--- src/rtl/npc_pkg.sv ---
package npc_pkg;
  typedef enum logic [2:0] {
    NK_SEQ   = 3'd0,
    NK_BEQ   = 3'd1,
    NK_BNE   = 3'd2,
    NK_JABS  = 3'd3,
    NK_JREG  = 3'd4
  } npc_kind_e;
endpackage

--- src/rtl/npc_adder.sv ---
module npc_adder #(
  parameter int XLEN = 32,
  parameter int STEP = 4
) (
  input  logic [XLEN-1:0] pc,
  input  logic [XLEN-1:0] offset,
  output logic [XLEN-1:0] pc_plus,
  output logic [XLEN-1:0] br_target
);
  localparam int SCALE_SH = $clog2(STEP);
  localparam logic [XLEN-1:0] STEP_V = XLEN'(STEP);

  always_comb begin
    pc_plus   = pc + STEP_V;
    br_target = pc_plus + (offset << SCALE_SH);
  end
endmodule

--- src/rtl/npc_target_sel.sv ---
module npc_target_sel
  import npc_pkg::*;
#(
  parameter int XLEN = 32,
  parameter int JF_W = 26,
  parameter int ALIGN_W = 2
) (
  input  npc_kind_e       kind,
  input  logic [XLEN-1:0] pc,
  input  logic [XLEN-1:0] pc_plus,
  input  logic [XLEN-1:0] br_target,
  input  logic [JF_W-1:0] jfield,
  input  logic [XLEN-1:0] rs_val,
  input  logic            rs_eq_rt,
  output logic [XLEN-1:0] next_pc,
  output logic            misalign_req
);
  localparam int REGION_W = XLEN - JF_W - ALIGN_W;

  logic [XLEN-1:0] region_target;

  generate
    if (REGION_W > 0) begin : g_region
      assign region_target = {pc[XLEN-1 -: REGION_W], jfield, {ALIGN_W{1'b0}}};
    end else begin : g_flat
      assign region_target = XLEN'({jfield, {ALIGN_W{1'b0}}});
    end
  endgenerate

  always_comb begin
    next_pc      = pc_plus;
    misalign_req = 1'b0;
    case (kind)
      NK_BEQ:  if (rs_eq_rt)  next_pc = br_target;
      NK_BNE:  if (!rs_eq_rt) next_pc = br_target;
      NK_JABS: next_pc = region_target;
      NK_JREG: begin
        next_pc      = rs_val;
        misalign_req = |rs_val[ALIGN_W-1:0];
      end
      default: next_pc = pc_plus;
    endcase
  end
endmodule

--- src/rtl/npc_pc_reg.sv ---
module npc_pc_reg #(
  parameter int XLEN = 32,
  parameter logic [XLEN-1:0] RESET_VEC = '0
) (
  input  logic            clk,
  input  logic            rst,
  input  logic            stall,
  input  logic [XLEN-1:0] next_pc,
  input  logic            misalign_req,
  output logic [XLEN-1:0] pc,
  output logic            misalign
);
  always_ff @(posedge clk) begin
    if (rst) begin
      pc       <= RESET_VEC;
      misalign <= 1'b0;
    end else if (stall) begin
      misalign <= 1'b0;
    end else begin
      pc       <= next_pc;
      misalign <= misalign_req;
    end
  end

  assert_stall_hold_R3: assert property (@(posedge clk) disable iff (rst)
    stall |=> (pc == $past(pc)) && !misalign);

  assert_reset_vec_R1: assert property (@(posedge clk)
    rst |=> (pc == RESET_VEC) && !misalign);
endmodule

--- src/rtl/npc_unit.sv ---
module npc_unit
  import npc_pkg::*;
#(
  parameter int XLEN = 32,
  parameter int JF_W = 26,
  parameter logic [XLEN-1:0] RESET_VEC = '0
) (
  input  logic            clk,
  input  logic            rst,
  input  logic            stall,
  input  logic [2:0]      kind,
  input  logic [XLEN-1:0] offset,
  input  logic [JF_W-1:0] jfield,
  input  logic [XLEN-1:0] rs_val,
  input  logic            rs_eq_rt,
  output logic [XLEN-1:0] pc,
  output logic [XLEN-1:0] link,
  output logic            misalign
);
  localparam int ALIGN_W = 2;
  localparam int STEP    = 1 << ALIGN_W;
  localparam int REGION_W = XLEN - JF_W - ALIGN_W;

  logic [XLEN-1:0] pc_plus, br_target, next_pc;
  logic            misalign_req;
  npc_kind_e       kind_e;

  assign kind_e = npc_kind_e'(kind);

  npc_adder #(.XLEN(XLEN), .STEP(STEP)) u_adder (
    .pc(pc), .offset(offset), .pc_plus(pc_plus), .br_target(br_target)
  );

  npc_target_sel #(.XLEN(XLEN), .JF_W(JF_W), .ALIGN_W(ALIGN_W)) u_sel (
    .kind(kind_e), .pc(pc), .pc_plus(pc_plus), .br_target(br_target),
    .jfield(jfield), .rs_val(rs_val), .rs_eq_rt(rs_eq_rt),
    .next_pc(next_pc), .misalign_req(misalign_req)
  );

  npc_pc_reg #(.XLEN(XLEN), .RESET_VEC(RESET_VEC)) u_reg (
    .clk(clk), .rst(rst), .stall(stall), .next_pc(next_pc),
    .misalign_req(misalign_req), .pc(pc), .misalign(misalign)
  );

  assign link = pc_plus;

  assert_seq_step_R2: assert property (@(posedge clk) disable iff (rst)
    (!stall && kind == 3'd0) |=> pc == $past(pc) + XLEN'(STEP));

  assert_beq_fall_R4: assert property (@(posedge clk) disable iff (rst)
    (!stall && kind == 3'd1 && !rs_eq_rt) |=> pc == $past(pc) + XLEN'(STEP));

  assert_bne_fall_R5: assert property (@(posedge clk) disable iff (rst)
    (!stall && kind == 3'd2 && rs_eq_rt) |=> pc == $past(pc) + XLEN'(STEP));

  assert_region_keep_R6: assert property (@(posedge clk) disable iff (rst)
    (!stall && kind == 3'd3) |=>
      (pc[XLEN-1 -: REGION_W] == $past(pc[XLEN-1 -: REGION_W])) &&
      (pc[ALIGN_W-1:0] == '0));

  assert_regjump_R7: assert property (@(posedge clk) disable iff (rst)
    (!stall && kind == 3'd4) |=> pc == $past(rs_val));

  assert_flag_cause_R8: assert property (@(posedge clk) disable iff (rst)
    misalign |-> (pc[ALIGN_W-1:0] != '0));

  assert_flag_pulse_R8: assert property (@(posedge clk) disable iff (rst)
    (stall || kind != 3'd4) |=> !misalign);
endmodule

--- config.mk ---
export PLATFORM = sky130hd
export DESIGN_NAME = npc_unit
export DESIGN_NICKNAME = d
export VERILOG_FILES = /design/src/rtl/npc_pkg.sv /design/src/rtl/npc_adder.sv /design/src/rtl/npc_target_sel.sv /design/src/rtl/npc_pc_reg.sv /design/src/rtl/npc_unit.sv
export SDC_FILE = /design/constraint.sdc
export NUM_CORES = 1
export LEC_CHECK = 0
export BUFFER_PORTS_ARGS = -buffer_cell sky130_fd_sc_hd__buf_2
export CAP_MARGIN = 10
export CORE_MARGIN = 1
export CORE_UTILIZATION = 55
export DETAILED_ROUTE_END_ITERATION = 12
export PLACE_DENSITY = 0.95
export SLEW_MARGIN = 20
export SYNTH_ARGS = -nofsm -noshare
export SYNTH_HDL_FRONTEND = slang
export SYNTH_HIERARCHICAL = 1
export SYNTH_SLANG_ARGS = --single-unit
--- constraint.sdc ---
create_clock -name clk -period 5.75 [get_ports clk]
set_input_delay 0.575 -clock clk [delete_from_list [all_inputs] [get_ports clk]]
set_output_delay 0.575 -clock clk [all_outputs]
set_load 0.01 [all_outputs]
Word-level counts from Yosys, hierarchy flattened
Cells that the tools add are included.
Cells by class
  $add $sub $neg: 2
  equal/unequal tests: 4
  mux-type cells: 3
  bitwise gates (word level): 3
  reductions and logical operators: 3
Operators with widths (number)
  $pmux 32 s4: 1
  $mux 32: 2
  $add 32x3->32 const B: 1
  $add 32x32->32: 1
  $eq 3x2->1 const B: 2
  $eq 3x1->1 const B: 1
  $eq 3x3->1 const B: 1
  $not 1->1: 3
  $reduce_or 3->1: 1
  $reduce_and 2->1: 1
  $reduce_or 2->1: 1
Storage, ports and cells
  register bits: 33
  bits of input ports: 97
  output and inout port bits: 65
  word-level logic and storage cells: 18

Longest topological paths before layout
Gate-level depths: netlist (run 1).
  depth in word-level cells: 4
  mapped depth: 23
  depth with buffers taken out: 22

Modules after synthesis
Netlist (run 1), hierarchy kept.
Modules (own cells, without submodules)
  npc_target_sel: times used 1, cells each 302, area each 2250.9 um2
  npc_adder: times used 1, cells each 303, area each 2163.3 um2
  npc_pc_reg: times used 1, cells each 106, area each 1197.4 um2

Worst setup path after synthesis (run 1)
OpenSTA, ideal clock, no wires.
  path kind: register -> register
  from: reg u_reg.pc[16]
  to: reg u_reg.pc[31]
  setup time: 117 ps
  arrival: 3946 ps
  data required time: 5633 ps
  slack: 1687 ps
  cell stages (with the launch flop): 23
  path buffers: 2
  clock period less this slack: 4063 ps
  cells stage by stage: dfxtp_1 > and3_1 > and3_1 > and3_1 > buf_2 > nand3_1 > xnor2_1 > ha_1 > clkbuf_1 > a21o_1 > a21oi_1 > inv_1 > or4_1 > nor3_1 > o2111ai_1 > nand2_1 > a211oi_2 > mux2i_1 > o22ai_1 > nand2_1 > nand2_1 > mux2i_1 > nor2_1
Between the ends
  cells in the longest elaborated chain, start to end: 4
  elaborated cells on any way between the ends: 5
RTL lines
  from (decl): line npc_pc_reg.sv:10  | output logic [XLEN-1:0] pc,
  from (signal assigned): line npc_pc_reg.sv:20  | pc <= next_pc;
  $add 32x3->32 (*): line npc_adder.sv:14  | pc_plus = pc + STEP_V;
  net link[24]: line npc_unit.sv:17  | output logic [XLEN-1:0] link,
  $add 32x32->32 (*): line npc_adder.sv:15  | br_target = pc_plus + (offset << SCALE_SH);
  net br_target[31]: line npc_unit.sv:24  | logic [XLEN-1:0] pc_plus, br_target, next_pc;
  $mux 32 (on tied branches): line npc_target_sel.sv:35, npc_target_sel.sv:34
  $pmux 32 s4 (*): line npc_target_sel.sv:33  | case (kind)
  net next_pc[31]: line npc_unit.sv:24
Mark *: on every way through the listed nets, which the timed path passes. The rest lies on a longest branch.
A chain may end at the register's enable or synchronous reset.

Worst setup path in the final report (run 1)
  from: reg u_reg.pc[3]
  to: reg u_reg.pc[27]
Between the ends
  cells in the longest elaborated chain, start to end: 4
  elaborated cells on any way between the ends: 5
RTL lines (line)
  $add 32x3->32 (*): npc_adder.sv:14
  $add 32x32->32 (*): npc_adder.sv:15
  net br_target[27]: npc_unit.sv:24
  $mux 32 (on tied branches): npc_target_sel.sv:35, npc_target_sel.sv:34
  $pmux 32 s4 (*): npc_target_sel.sv:33
  net next_pc[27]: npc_unit.sv:24
Marked as above.

==> flow_summary.html, run 1 <==
<table>
<tr><th>Metric</th><th>Value</th></tr>
<tr><th colspan="2">Outcome</th></tr>
<tr><td>Outcome</td><td>completed</td></tr>
<tr><th colspan="2">Worst setup path</th></tr>
<tr><td>Top cell family by delay on the critical path</td><td>compound AO/OA/AOI/OAI gates</td></tr>
<tr><td>Required time of the worst setup path</td><td>5960 ps</td></tr>
<tr><td>Critical-path maximum fanout</td><td>7</td></tr>
<tr><td>Data arrival at the endpoint of the critical path</td><td>5020 ps</td></tr>
<tr><td>Type of element capturing the critical path</td><td>register</td></tr>
<tr><td>Path type of the worst setup path</td><td>reg2reg</td></tr>
<tr><td>Crit path launch type</td><td>register</td></tr>
<tr><td>Critical path, cell by cell</td><td>ha_1 -&gt; nand3_1 -&gt; xnor2_1 -&gt; ha_1 -&gt; nand4b_1 -&gt; a2111oi_0 -&gt; o21ai_1 -&gt; a21oi_2 -&gt; nor3_2 -&gt; o211ai_1 -&gt; a31oi_1 -&gt; xnor2_1 -&gt; mux2i_1 -&gt; o22ai_1 -&gt; nand2_1 -&gt; nand2_1 -&gt; mux2i_1 -&gt; nor2_1</td></tr>
<tr><td>Bufs and invs on worst path</td><td>0</td></tr>
<tr><td>Critical Path Max Stage Delay</td><td>860 ps</td></tr>
<tr><td>Worst R2R Setup Slack</td><td>940 ps</td></tr>
<tr><td>Cell at the slowest stage of the critical path</td><td>sky130_fd_sc_hd__a2111oi_0</td></tr>
<tr><th colspan="2">Die</th></tr>
<tr><td>Die area</td><td>10600 sq um</td></tr>
<tr><td>Number of top-level pins</td><td>162</td></tr>
<tr><td>Total number of placement rows</td><td>36</td></tr>
<tr><td>Initial Utilization</td><td>57.1%</td></tr>
<tr><td>Area of the core region</td><td>9820 sq um</td></tr>
<tr><td>Overall die width</td><td>103 um</td></tr>
<tr><td>Die boundary height</td><td>103 um</td></tr>
<tr><th colspan="2">Timing</th></tr>
<tr><td>Headroom to the max-slew limit</td><td>31.4%</td></tr>
<tr><td>Tcrit/Tclk final</td><td>83.6%</td></tr>
<tr><td>Clock skew</td><td>7.07 ps</td></tr>
<tr><td>Minimum hold slack</td><td>561 ps</td></tr>
<tr><td>Achievable Freq</td><td>0.208 GHz</td></tr>
<tr><td>Final Critical Period</td><td>4810 ps</td></tr>
<tr><td>Unrepaired setup endpoints after global routing</td><td>no</td></tr>
<tr><td>Final hold violation count</td><td>0</td></tr>
<tr><td>Final count of pins violating max slew</td><td>0</td></tr>
<tr><td>Slew @ Worst Pin</td><td>1030 ps</td></tr>
<tr><td>Post-Route Setup TNS</td><td>0 ps</td></tr>
<tr><td>Final setup vio count</td><td>0</td></tr>
<tr><th colspan="2">Synth</th></tr>
<tr><td>Share of the synthesized area in the top cell type</td><td>16.6%</td></tr>
<tr><td>Most used standard cells in the synthesized netlist</td><td>sky130_fd_sc_hd__mux2i_1, sky130_fd_sc_hd__nand2_1, sky130_fd_sc_hd__nor2_1</td></tr>
<tr><td>Ys Warns</td><td>6</td></tr>
<tr><td>Most frequent cell after synthesis</td><td>sky130_fd_sc_hd__mux2i_1</td></tr>
<tr><td>Post-Syn Instances</td><td>711</td></tr>
<tr><td>Number of enable flip-flop cells after synthesis</td><td>0</td></tr>
<tr><td>Unique cell type count in the Yosys netlist</td><td>60</td></tr>
<tr><td>Most instantiated flip-flop cell in the synthesis netlist</td><td>sky130_fd_sc_hd__dfxtp_1</td></tr>
<tr><td>Sequential element share of the synthesized area</td><td>11.8%</td></tr>
<tr><td>Net count of the mapped netlist</td><td>842</td></tr>
<tr><td>Cell type with the largest total area after synthesis</td><td>sky130_fd_sc_hd__mux2i_1</td></tr>
<tr><td>Mapped Area</td><td>5610 sq um</td></tr>
<tr><td>Total of flip-flops plus latches after synthesis</td><td>33</td></tr>
<tr><td>Average size of a mapped cell</td><td>7.89 sq um</td></tr>
<tr><td>Proportion of synthesized flip-flops having asynchronous set or reset</td><td>0%</td></tr>
<tr><td>Ranking of synthesized cells by area</td><td>sky130_fd_sc_hd__mux2i_1, sky130_fd_sc_hd__dfxtp_1, sky130_fd_sc_hd__ha_1</td></tr>
<tr><th colspan="2">Placed design</th></tr>
<tr><td>GP Congestion</td><td>0.899</td></tr>
<tr><td>Number of port buffers</td><td>159</td></tr>
<tr><td>Hpwl dp</td><td>12700 um</td></tr>
<tr><th colspan="2">Clocking</th></tr>
<tr><td>Root cell of the clock tree</td><td>sky130_fd_sc_hd__clkbuf_8</td></tr>
<tr><td>Sink Count</td><td>33</td></tr>
<tr><td>Later-pin clock latency in the skew report</td><td>280 ps</td></tr>
<tr><td>Maximum level of the CTS H-tree</td><td>2</td></tr>
<tr><td>Number of hold buffers added after cts</td><td>0</td></tr>
<tr><td>TritonCTS clock tree</td><td>done</td></tr>
<tr><td>Number of buffers inserted during clock tree synthesis</td><td>5</td></tr>
<tr><td>Post-CTS setup-driven buffer insertion count</td><td>0</td></tr>
<tr><td>Clock tree buffer depth</td><td>2</td></tr>
<tr><td>Resized Gates After CTS</td><td>0</td></tr>
<tr><td>Clock transition at path regs</td><td>70 ps</td></tr>
<tr><th colspan="2">Finish</th></tr>
<tr><td>NumNets Final</td><td>963</td></tr>
<tr><td>Multi-input combinational cell area</td><td>4560 sq um</td></tr>
<tr><td>Number of diodes added for antenna fixing</td><td>0</td></tr>
<tr><td>Combined flip-flop and latch cell area</td><td>661 sq um</td></tr>
<tr><td>Filler instances</td><td>846</td></tr>
<tr><td>Area Overhead vs Synth</td><td>14.2%</td></tr>
<tr><td>Proportion of layout cells with a drive suffix above 1</td><td>24.8%</td></tr>
<tr><th colspan="2">GRT</th></tr>
<tr><td>Met1 track utilization from global routing</td><td>39.6%</td></tr>
<tr><td>Met2 Resource Use GR</td><td>55.7%</td></tr>
<tr><td>Pin count of the biggest net entering global routing</td><td>67</td></tr>
<tr><td>Met3 routing resource usage after global routing</td><td>3.32%</td></tr>
<tr><td>Most Used Layer, Global Route</td><td>met2</td></tr>
<tr><td>Via count of the first global-routing pass</td><td>5654</td></tr>
<tr><td>Antenna violations before repair</td><td>0</td></tr>
<tr><td>Total congestion overflow after global routing</td><td>0</td></tr>
<tr><td>Total Routing Usage GR</td><td>31.5%</td></tr>
<tr><td>Wire length of the first global-routing pass</td><td>26800 um</td></tr>
<tr><th colspan="2">Pwr</th></tr>
<tr><td>Total power</td><td>979 uW</td></tr>
<tr><td>Leakage power of the design</td><td>0.00335 uW</td></tr>
<tr><td>Peak ir drop on the vdd network</td><td>0.0922 mV</td></tr>
<tr><td>Power per cell area</td><td>153 nW/um^2</td></tr>
<tr><th colspan="2">Drt</th></tr>
<tr><td>Post-DRT Antenna Nets</td><td>0</td></tr>
<tr><td>Remaining routing DRC violations</td><td>0</td></tr>
<tr><td>Average via count per standard cell</td><td>6.44</td></tr>
<tr><td>DRC marker count from the first detailed-route iteration</td><td>739</td></tr>
<tr><td>Total wirelength of the detailed-routed design</td><td>17200 um</td></tr>
<tr><td>Total iterations of the first detailed-routing run</td><td>7</td></tr>
<tr><td>WL/cell</td><td>17.8 um</td></tr>
<tr><td>Number of vias after detailed routing</td><td>6213</td></tr>
<tr><th colspan="2">Worst hold path</th></tr>
<tr><td>Type of the tightest min-delay check</td><td>reg2reg</td></tr>
<tr><th colspan="2">Run</th></tr>
<tr><td>Max-cap violation count</td><td>0</td></tr>
</table>
==> report_power, final <==
group	leakage (uW)	switching [uW]	internal, uW	total [uW]
combinational	0.00304	303	233	536
clock	0.0000443	81.6	95.0	177
sequential	0.000269	23.2	243	266
==> logic make-up (layout without fill, tap and decap cells) <==
| logic type | after synthesis | count (layout) | share of synthesized area [%] |
|---|---|---|---|
| buf+inv | 71 | 192 | 7.11 |
| fa+ha+maj | 34 | 34 | 7.71 |
| simple gates | 216 | 216 | 17.8 |
| flops | 33 | 33 | 11.8 |
| mux | 122 | 122 | 22.4 |
| compound gates | 179 | 179 | 24.1 |
| xor+xnor | 56 | 56 | 9.07 |
==> state kept, by name (all words and copies together), names as in the netlist <==
name and cells:
u_reg/pc 32, u_reg/misalign 1
==> stage by stage <==
stage	setup WS, ps	util [%]	cells	cell area [sq um]
6_report	942	65.3	965	6410
5_1_grt	748	65.3	965	6410
4_1_cts	1200	65.3	965	6410
3_5_place_dp	1230	64.4	958	6320
3_3_place_gp	1270	64.4	958	6320
2_1_floorplan	1690	-	711	5610
==> cell usage in the layout, fill, tap and decap left out, types with 4 or more instances in the layout <==
cell type	instances
sky130_fd_sc_hd__a21o_1	19
sky130_fd_sc_hd__a21oi_1	24
sky130_fd_sc_hd__a222oi_1	31
sky130_fd_sc_hd__a22o_1	29
sky130_fd_sc_hd__a31oi_1	4
sky130_fd_sc_hd__and3_1	8
sky130_fd_sc_hd__buf_2	158
sky130_fd_sc_hd__buf_4	12
sky130_fd_sc_hd__clkbuf_8	6
sky130_fd_sc_hd__dfxtp_1	33
sky130_fd_sc_hd__ha_1	33
sky130_fd_sc_hd__inv_1	15
sky130_fd_sc_hd__mux2_1	14
sky130_fd_sc_hd__mux2_2	15
sky130_fd_sc_hd__mux2i_1	93
sky130_fd_sc_hd__nand2_1	89
sky130_fd_sc_hd__nand2b_1	5
sky130_fd_sc_hd__nand3_1	24
sky130_fd_sc_hd__nand4_1	6
sky130_fd_sc_hd__nor2_1	60
sky130_fd_sc_hd__nor3_1	4
sky130_fd_sc_hd__o21ai_0	13
sky130_fd_sc_hd__o21ai_1	5
sky130_fd_sc_hd__o21bai_1	4
sky130_fd_sc_hd__o22ai_1	29
sky130_fd_sc_hd__xnor2_1	44
sky130_fd_sc_hd__xor2_1	11
==> worst reg2reg max path, delay by kind of cell (launching register included) <==
kind	cells	cell delay, ps
AO/OA/AOI/OAI	6	1910
XOR/XNOR	2	750
AND/OR/NAND/NOR	6	730
adder cells (fa/ha/maj)	2	650
flip-flops	1	500
multiplexers	2	210
==> final cells by class <==
class | count | area share (%)
Tap cell | 133 | 2.60
Sequential cell | 33 | 10.3
Timing Repair Buffer | 170 | 13.7
Multi-Input combinational cell | 607 | 71.1
Inverter | 15 | 0.878
Clock buffer | 7 | 1.35
==> per-layer routing <==
metal | vias to the layer above | part of all wire, %
met5 | - | 0
met3 | 41 | 9.0
met1 | 2905 | 41
li1 | 2910 | -
met4 | 0 | 2.8
met2 | 357 | 48
==> final timing paths <==
kind | startpoint | endpoint | cells after the start
worst max-delay path | u_reg/pc[3]$_SDFFE_PP0N_ | u_reg/pc[27]$_SDFFE_PP0N_ | 18
worst min-delay path | u_reg/pc[18]$_SDFFE_PP0N_ | u_reg/pc[18]$_SDFFE_PP0N_ | 2
worst min register to register | u_reg/pc[18]$_SDFFE_PP0N_ | u_reg/pc[18]$_SDFFE_PP0N_ | 2
worst max register to register | u_reg/pc[3]$_SDFFE_PP0N_ | u_reg/pc[27]$_SDFFE_PP0N_ | 18
Power figures use the tool's default switching activity.
==> run 2, diff against run 1 <==
- CORE_UTILIZATION: 55 -> 54
- PLACE_DENSITY: 0.95 -> 0.94
- clock period: 5.75 -> 4.5 ns (I/O delays scaled with it)
==> run 2 against run 1 <==
  * Largest power group unchanged
  * Via count rose by 3.0%
  * Global-route usage shrank 0.33 points
  * Critical path depth grew 1
  * Critical endpoint is now u_reg/pc[30]$_SDFFE_PP0N_
  * Hold slack worse by 18 ps
  * Worst setup slack lost 740 ps
  * Critical path type unchanged
  * Die area grew 1.8%
==> flow_summary.html, run 2 (synthesis gave the netlist of run 1 again) <==
<table>
<tr><th>Metric</th><th>Value</th></tr>
<tr><th colspan="2">Worst setup path</th></tr>
<tr><td>Data arrival at the endpoint of the critical path</td><td>4510 ps (-510 ps)</td></tr>
<tr><td>Crit path launch type</td><td>register</td></tr>
<tr><td>Critical-path maximum fanout</td><td>6 (-1)</td></tr>
<tr><td>Origin of the critical flop-to-flop path</td><td>u_reg/pc[6]$_SDFFE_PP0N_</td></tr>
<tr><td>Required time of the worst setup path</td><td>4710 ps (-1250 ps)</td></tr>
<tr><td>Origin of the worst setup path</td><td>u_reg/pc[6]$_SDFFE_PP0N_</td></tr>
<tr><td>Type of element capturing the critical path</td><td>register</td></tr>
<tr><td>Path type of the worst setup path</td><td>reg2reg</td></tr>
<tr><th colspan="2">Timing</th></tr>
<tr><td>Final hold violation count</td><td>0 (unchanged)</td></tr>
<tr><td>Final count of pins violating max slew</td><td>0 (unchanged)</td></tr>
<tr><td>Slew @ Worst Pin</td><td>1040 ps (+6.67 ps)</td></tr>
<tr><td>Minimum hold slack</td><td>543 ps (-18.2 ps)</td></tr>
<tr><td>Headroom to the max-slew limit</td><td>31.0% (-0.44 points)</td></tr>
<tr><td>Final setup vio count</td><td>0 (unchanged)</td></tr>
<tr><td>Clock skew</td><td>3.27 ps (-3.80 ps)</td></tr>
<tr><td>Tcrit/Tclk final</td><td>95.6% (+12 points)</td></tr>
<tr><td>Achievable Freq</td><td>0.232 GHz (+12%)</td></tr>
<tr><td>Final Critical Period</td><td>4300 ps (-506 ps)</td></tr>
<tr><th colspan="2">Clocking</th></tr>
<tr><td>Maximum level of the CTS H-tree</td><td>2 (unchanged)</td></tr>
<tr><td>Number of hold buffers added after cts</td><td>0 (unchanged)</td></tr>
<tr><td>Later-pin clock latency in the skew report</td><td>280 ps (about the same)</td></tr>
<tr><td>Clock tree buffer depth</td><td>2 (unchanged)</td></tr>
<tr><td>TritonCTS clock tree</td><td>done</td></tr>
<tr><td>Sink Count</td><td>33 (unchanged)</td></tr>
<tr><td>Clock transition at path regs</td><td>70 ps (about the same)</td></tr>
<tr><td>Number of buffers inserted during clock tree synthesis</td><td>5 (unchanged)</td></tr>
<tr><td>Root cell of the clock tree</td><td>sky130_fd_sc_hd__clkbuf_8</td></tr>
<tr><th colspan="2">Finish</th></tr>
<tr><td>Largest reg by FF count</td><td>u_reg/pc</td></tr>
<tr><td>Final core area utilization</td><td>67.5% (+2.2 points)</td></tr>
<tr><td>Filler instances</td><td>766 (-9.5%)</td></tr>
<tr><td>Most common cell after layout, fill and taps aside</td><td>sky130_fd_sc_hd__buf_2</td></tr>
<tr><td>Max FFs per register</td><td>32 (unchanged)</td></tr>
<tr><td>Biggest registers after layout</td><td>u_reg/pc (32), u_reg/misalign (1)</td></tr>
<tr><td>NumNets Final</td><td>989 (+2.7%)</td></tr>
<tr><td>Number of diodes added for antenna fixing</td><td>0 (unchanged)</td></tr>
<tr><td>Commonest non-fill, non-tap cells in the layout</td><td>sky130_fd_sc_hd__buf_2, sky130_fd_sc_hd__mux2i_1, sky130_fd_sc_hd__nand2_1</td></tr>
<tr><td>Area Overhead vs Synth</td><td>19.2%</td></tr>
<tr><td>Proportion of layout cells with a drive suffix above 1</td><td>28.9% (+4.1 points)</td></tr>
<tr><th colspan="2">GRT</th></tr>
<tr><td>Via count of the first global-routing pass</td><td>5941 (+5.1%)</td></tr>
<tr><td>Pin count of the biggest net entering global routing</td><td>67 (unchanged)</td></tr>
<tr><td>Total congestion overflow after global routing</td><td>0 (unchanged)</td></tr>
<tr><td>Antenna violations before repair</td><td>0 (unchanged)</td></tr>
<tr><td>Total Routing Usage GR</td><td>31.1% (-0.33 points)</td></tr>
<tr><td>Wire length of the first global-routing pass</td><td>28000 um (+4.7%)</td></tr>
<tr><th colspan="2">Drt</th></tr>
<tr><td>Total iterations of the first detailed-routing run</td><td>8 (+1)</td></tr>
<tr><td>DRC marker count from the first detailed-route iteration</td><td>846 (+14%)</td></tr>
<tr><td>Average via count per standard cell</td><td>6.45 (+0.24%)</td></tr>
<tr><td>Post-DRT Antenna Nets</td><td>0 (unchanged)</td></tr>
<tr><td>Remaining routing DRC violations</td><td>0 (unchanged)</td></tr>
<tr><td>Total wirelength of the detailed-routed design</td><td>18200 um (+5.6%)</td></tr>
<tr><td>Number of vias after detailed routing</td><td>6402 (+3.0%)</td></tr>
<tr><td>WL/cell</td><td>18.3 um (+2.7%)</td></tr>
<tr><th colspan="2">Pwr</th></tr>
<tr><td>Power per cell area</td><td>196 nW/um^2 (+28%)</td></tr>
<tr><td>Peak ir drop on the vdd network</td><td>0.134 mV (+45%)</td></tr>
<tr><td>Leakage power of the design</td><td>0.00354 uW (+5.7%)</td></tr>
<tr><th colspan="2">Die</th></tr>
<tr><td>Number of top-level pins</td><td>162 (unchanged)</td></tr>
<tr><td>Die boundary height</td><td>104 um (+0.90%)</td></tr>
<tr><td>Die area</td><td>10800 sq um (+1.8%)</td></tr>
<tr><td>Initial Utilization</td><td>56.6% (-0.52 points)</td></tr>
<tr><td>Area of the core region</td><td>9910 sq um (+0.92%)</td></tr>
<tr><td>Overall die width</td><td>104 um (+0.90%)</td></tr>
<tr><td>Total number of placement rows</td><td>36 (unchanged)</td></tr>
<tr><th colspan="2">Worst hold path</th></tr>
<tr><td>Min-delay src</td><td>u_reg/pc[27]$_SDFFE_PP0N_</td></tr>
<tr><td>Type of the tightest min-delay check</td><td>reg2reg</td></tr>
<tr><th colspan="2">Run</th></tr>
<tr><td>Max-cap violation count</td><td>0 (unchanged)</td></tr>
<tr><th colspan="2">Placed design</th></tr>
<tr><td>GP Congestion</td><td>0.923 (+2.7%)</td></tr>
<tr><td>Hpwl dp</td><td>13100 um (+3.8%)</td></tr>
<tr><td>Number of port buffers</td><td>159 (unchanged)</td></tr>
<tr><th colspan="2">Outcome</th></tr>
<tr><td>Outcome</td><td>completed</td></tr>
</table>
run 2: cell count changes in the layout (fill, tap and decap cells not counted), moves of 2 or more:
cell | previous run | this run
sky130_fd_sc_hd__xnor2_1 | 44 | 39
sky130_fd_sc_hd__dfxtp_2 | 0 | 2
sky130_fd_sc_hd__nor2_1 | 60 | 57
sky130_fd_sc_hd__buf_4 | 12 | 38
sky130_fd_sc_hd__xnor2_2 | 0 | 5
sky130_fd_sc_hd__dfxtp_1 | 33 | 31
sky130_fd_sc_hd__nor2_2 | 2 | 5
run 2: final cells by class:
type	count	area (sq um)	area share (%)
inverters	15	56.3	0.842
flip-flops and latches	33	663	9.91
clock buffers	7	96.3	1.44
repair buffers	196	1080	16.1
clock inverters	1	5.00	0.0748
multi-input cells	607	4630	69.2
well taps	133	166	2.49
run 2: power breakdown:
part	leakage, uW	internal (uW)	switching (uW)	total [uW]
Sequential	0.000270	311	29.5	341
Combinational	0.00322	318	402	720
Clock	0.0000542	138	111	249
run 2: worst max-delay path, stage by stage (launching register included):
cell and delay (ps):
sky130_fd_sc_hd__dfxtp_1 440, sky130_fd_sc_hd__nand3_1 210, sky130_fd_sc_hd__or3_4 480, sky130_fd_sc_hd__xnor2_1 270, sky130_fd_sc_hd__ha_1 350, sky130_fd_sc_hd__a21oi_1 160
sky130_fd_sc_hd__o21ai_0 110, sky130_fd_sc_hd__a21oi_1 420, sky130_fd_sc_hd__nor4_1 160, sky130_fd_sc_hd__o211ai_1 240, sky130_fd_sc_hd__nand2b_1 140, sky130_fd_sc_hd__o311a_1 300
sky130_fd_sc_hd__nor2_1 110, sky130_fd_sc_hd__xnor2_1 150, sky130_fd_sc_hd__mux2i_1 110, sky130_fd_sc_hd__o22ai_1 190, sky130_fd_sc_hd__nand2_1 90, sky130_fd_sc_hd__nand2_1 80
sky130_fd_sc_hd__mux2i_1 70, sky130_fd_sc_hd__nor2_1 140
run 2: worst paths after layout:
| check | slack [ps] | end | cells past startpoint |
|---|---|---|---|
| setup reg to reg | 200 | u_reg/pc[30]$_SDFFE_PP0N_ | 19 |
| hold reg to reg | 540 | u_reg/pc[27]$_SDFFE_PP0N_ | 2 |
| setup / recovery | 200 | u_reg/pc[30]$_SDFFE_PP0N_ | 19 |
| hold / removal | 540 | u_reg/pc[27]$_SDFFE_PP0N_ | 2 |
run 2: metrics by stage:
stage | TNS (ps) | setup slack (ps) | area, sq um | std cells | power [uW]
finish | 0 | 198 | 6690 | 992 | 1310
global route | -81.7 | -36.7 | 6690 | 992 | 1380
CTS | 0 | 101 | 6610 | 990 | 1280
detailed placement | -10.4 | -10.4 | 6500 | 982 | 1030
global placement | 0 | 112 | 6500 | 982 | 1010
floorplan | 0 | 437 | 5610 | 711 | 839
run 2: metal layers:
metal	global-route usage [%]	wire, um
met5	0	0
met3	2.94	1830
met4	13.3	851
met1	38.6	7010
met2	54.7	8480
run 2: timing repair:
item                       4_1_cts  5_1_grt
setup buffers                    0        2
resized for setup                1       14
setup endpoints to repair        2        9
pin swaps                        0        1
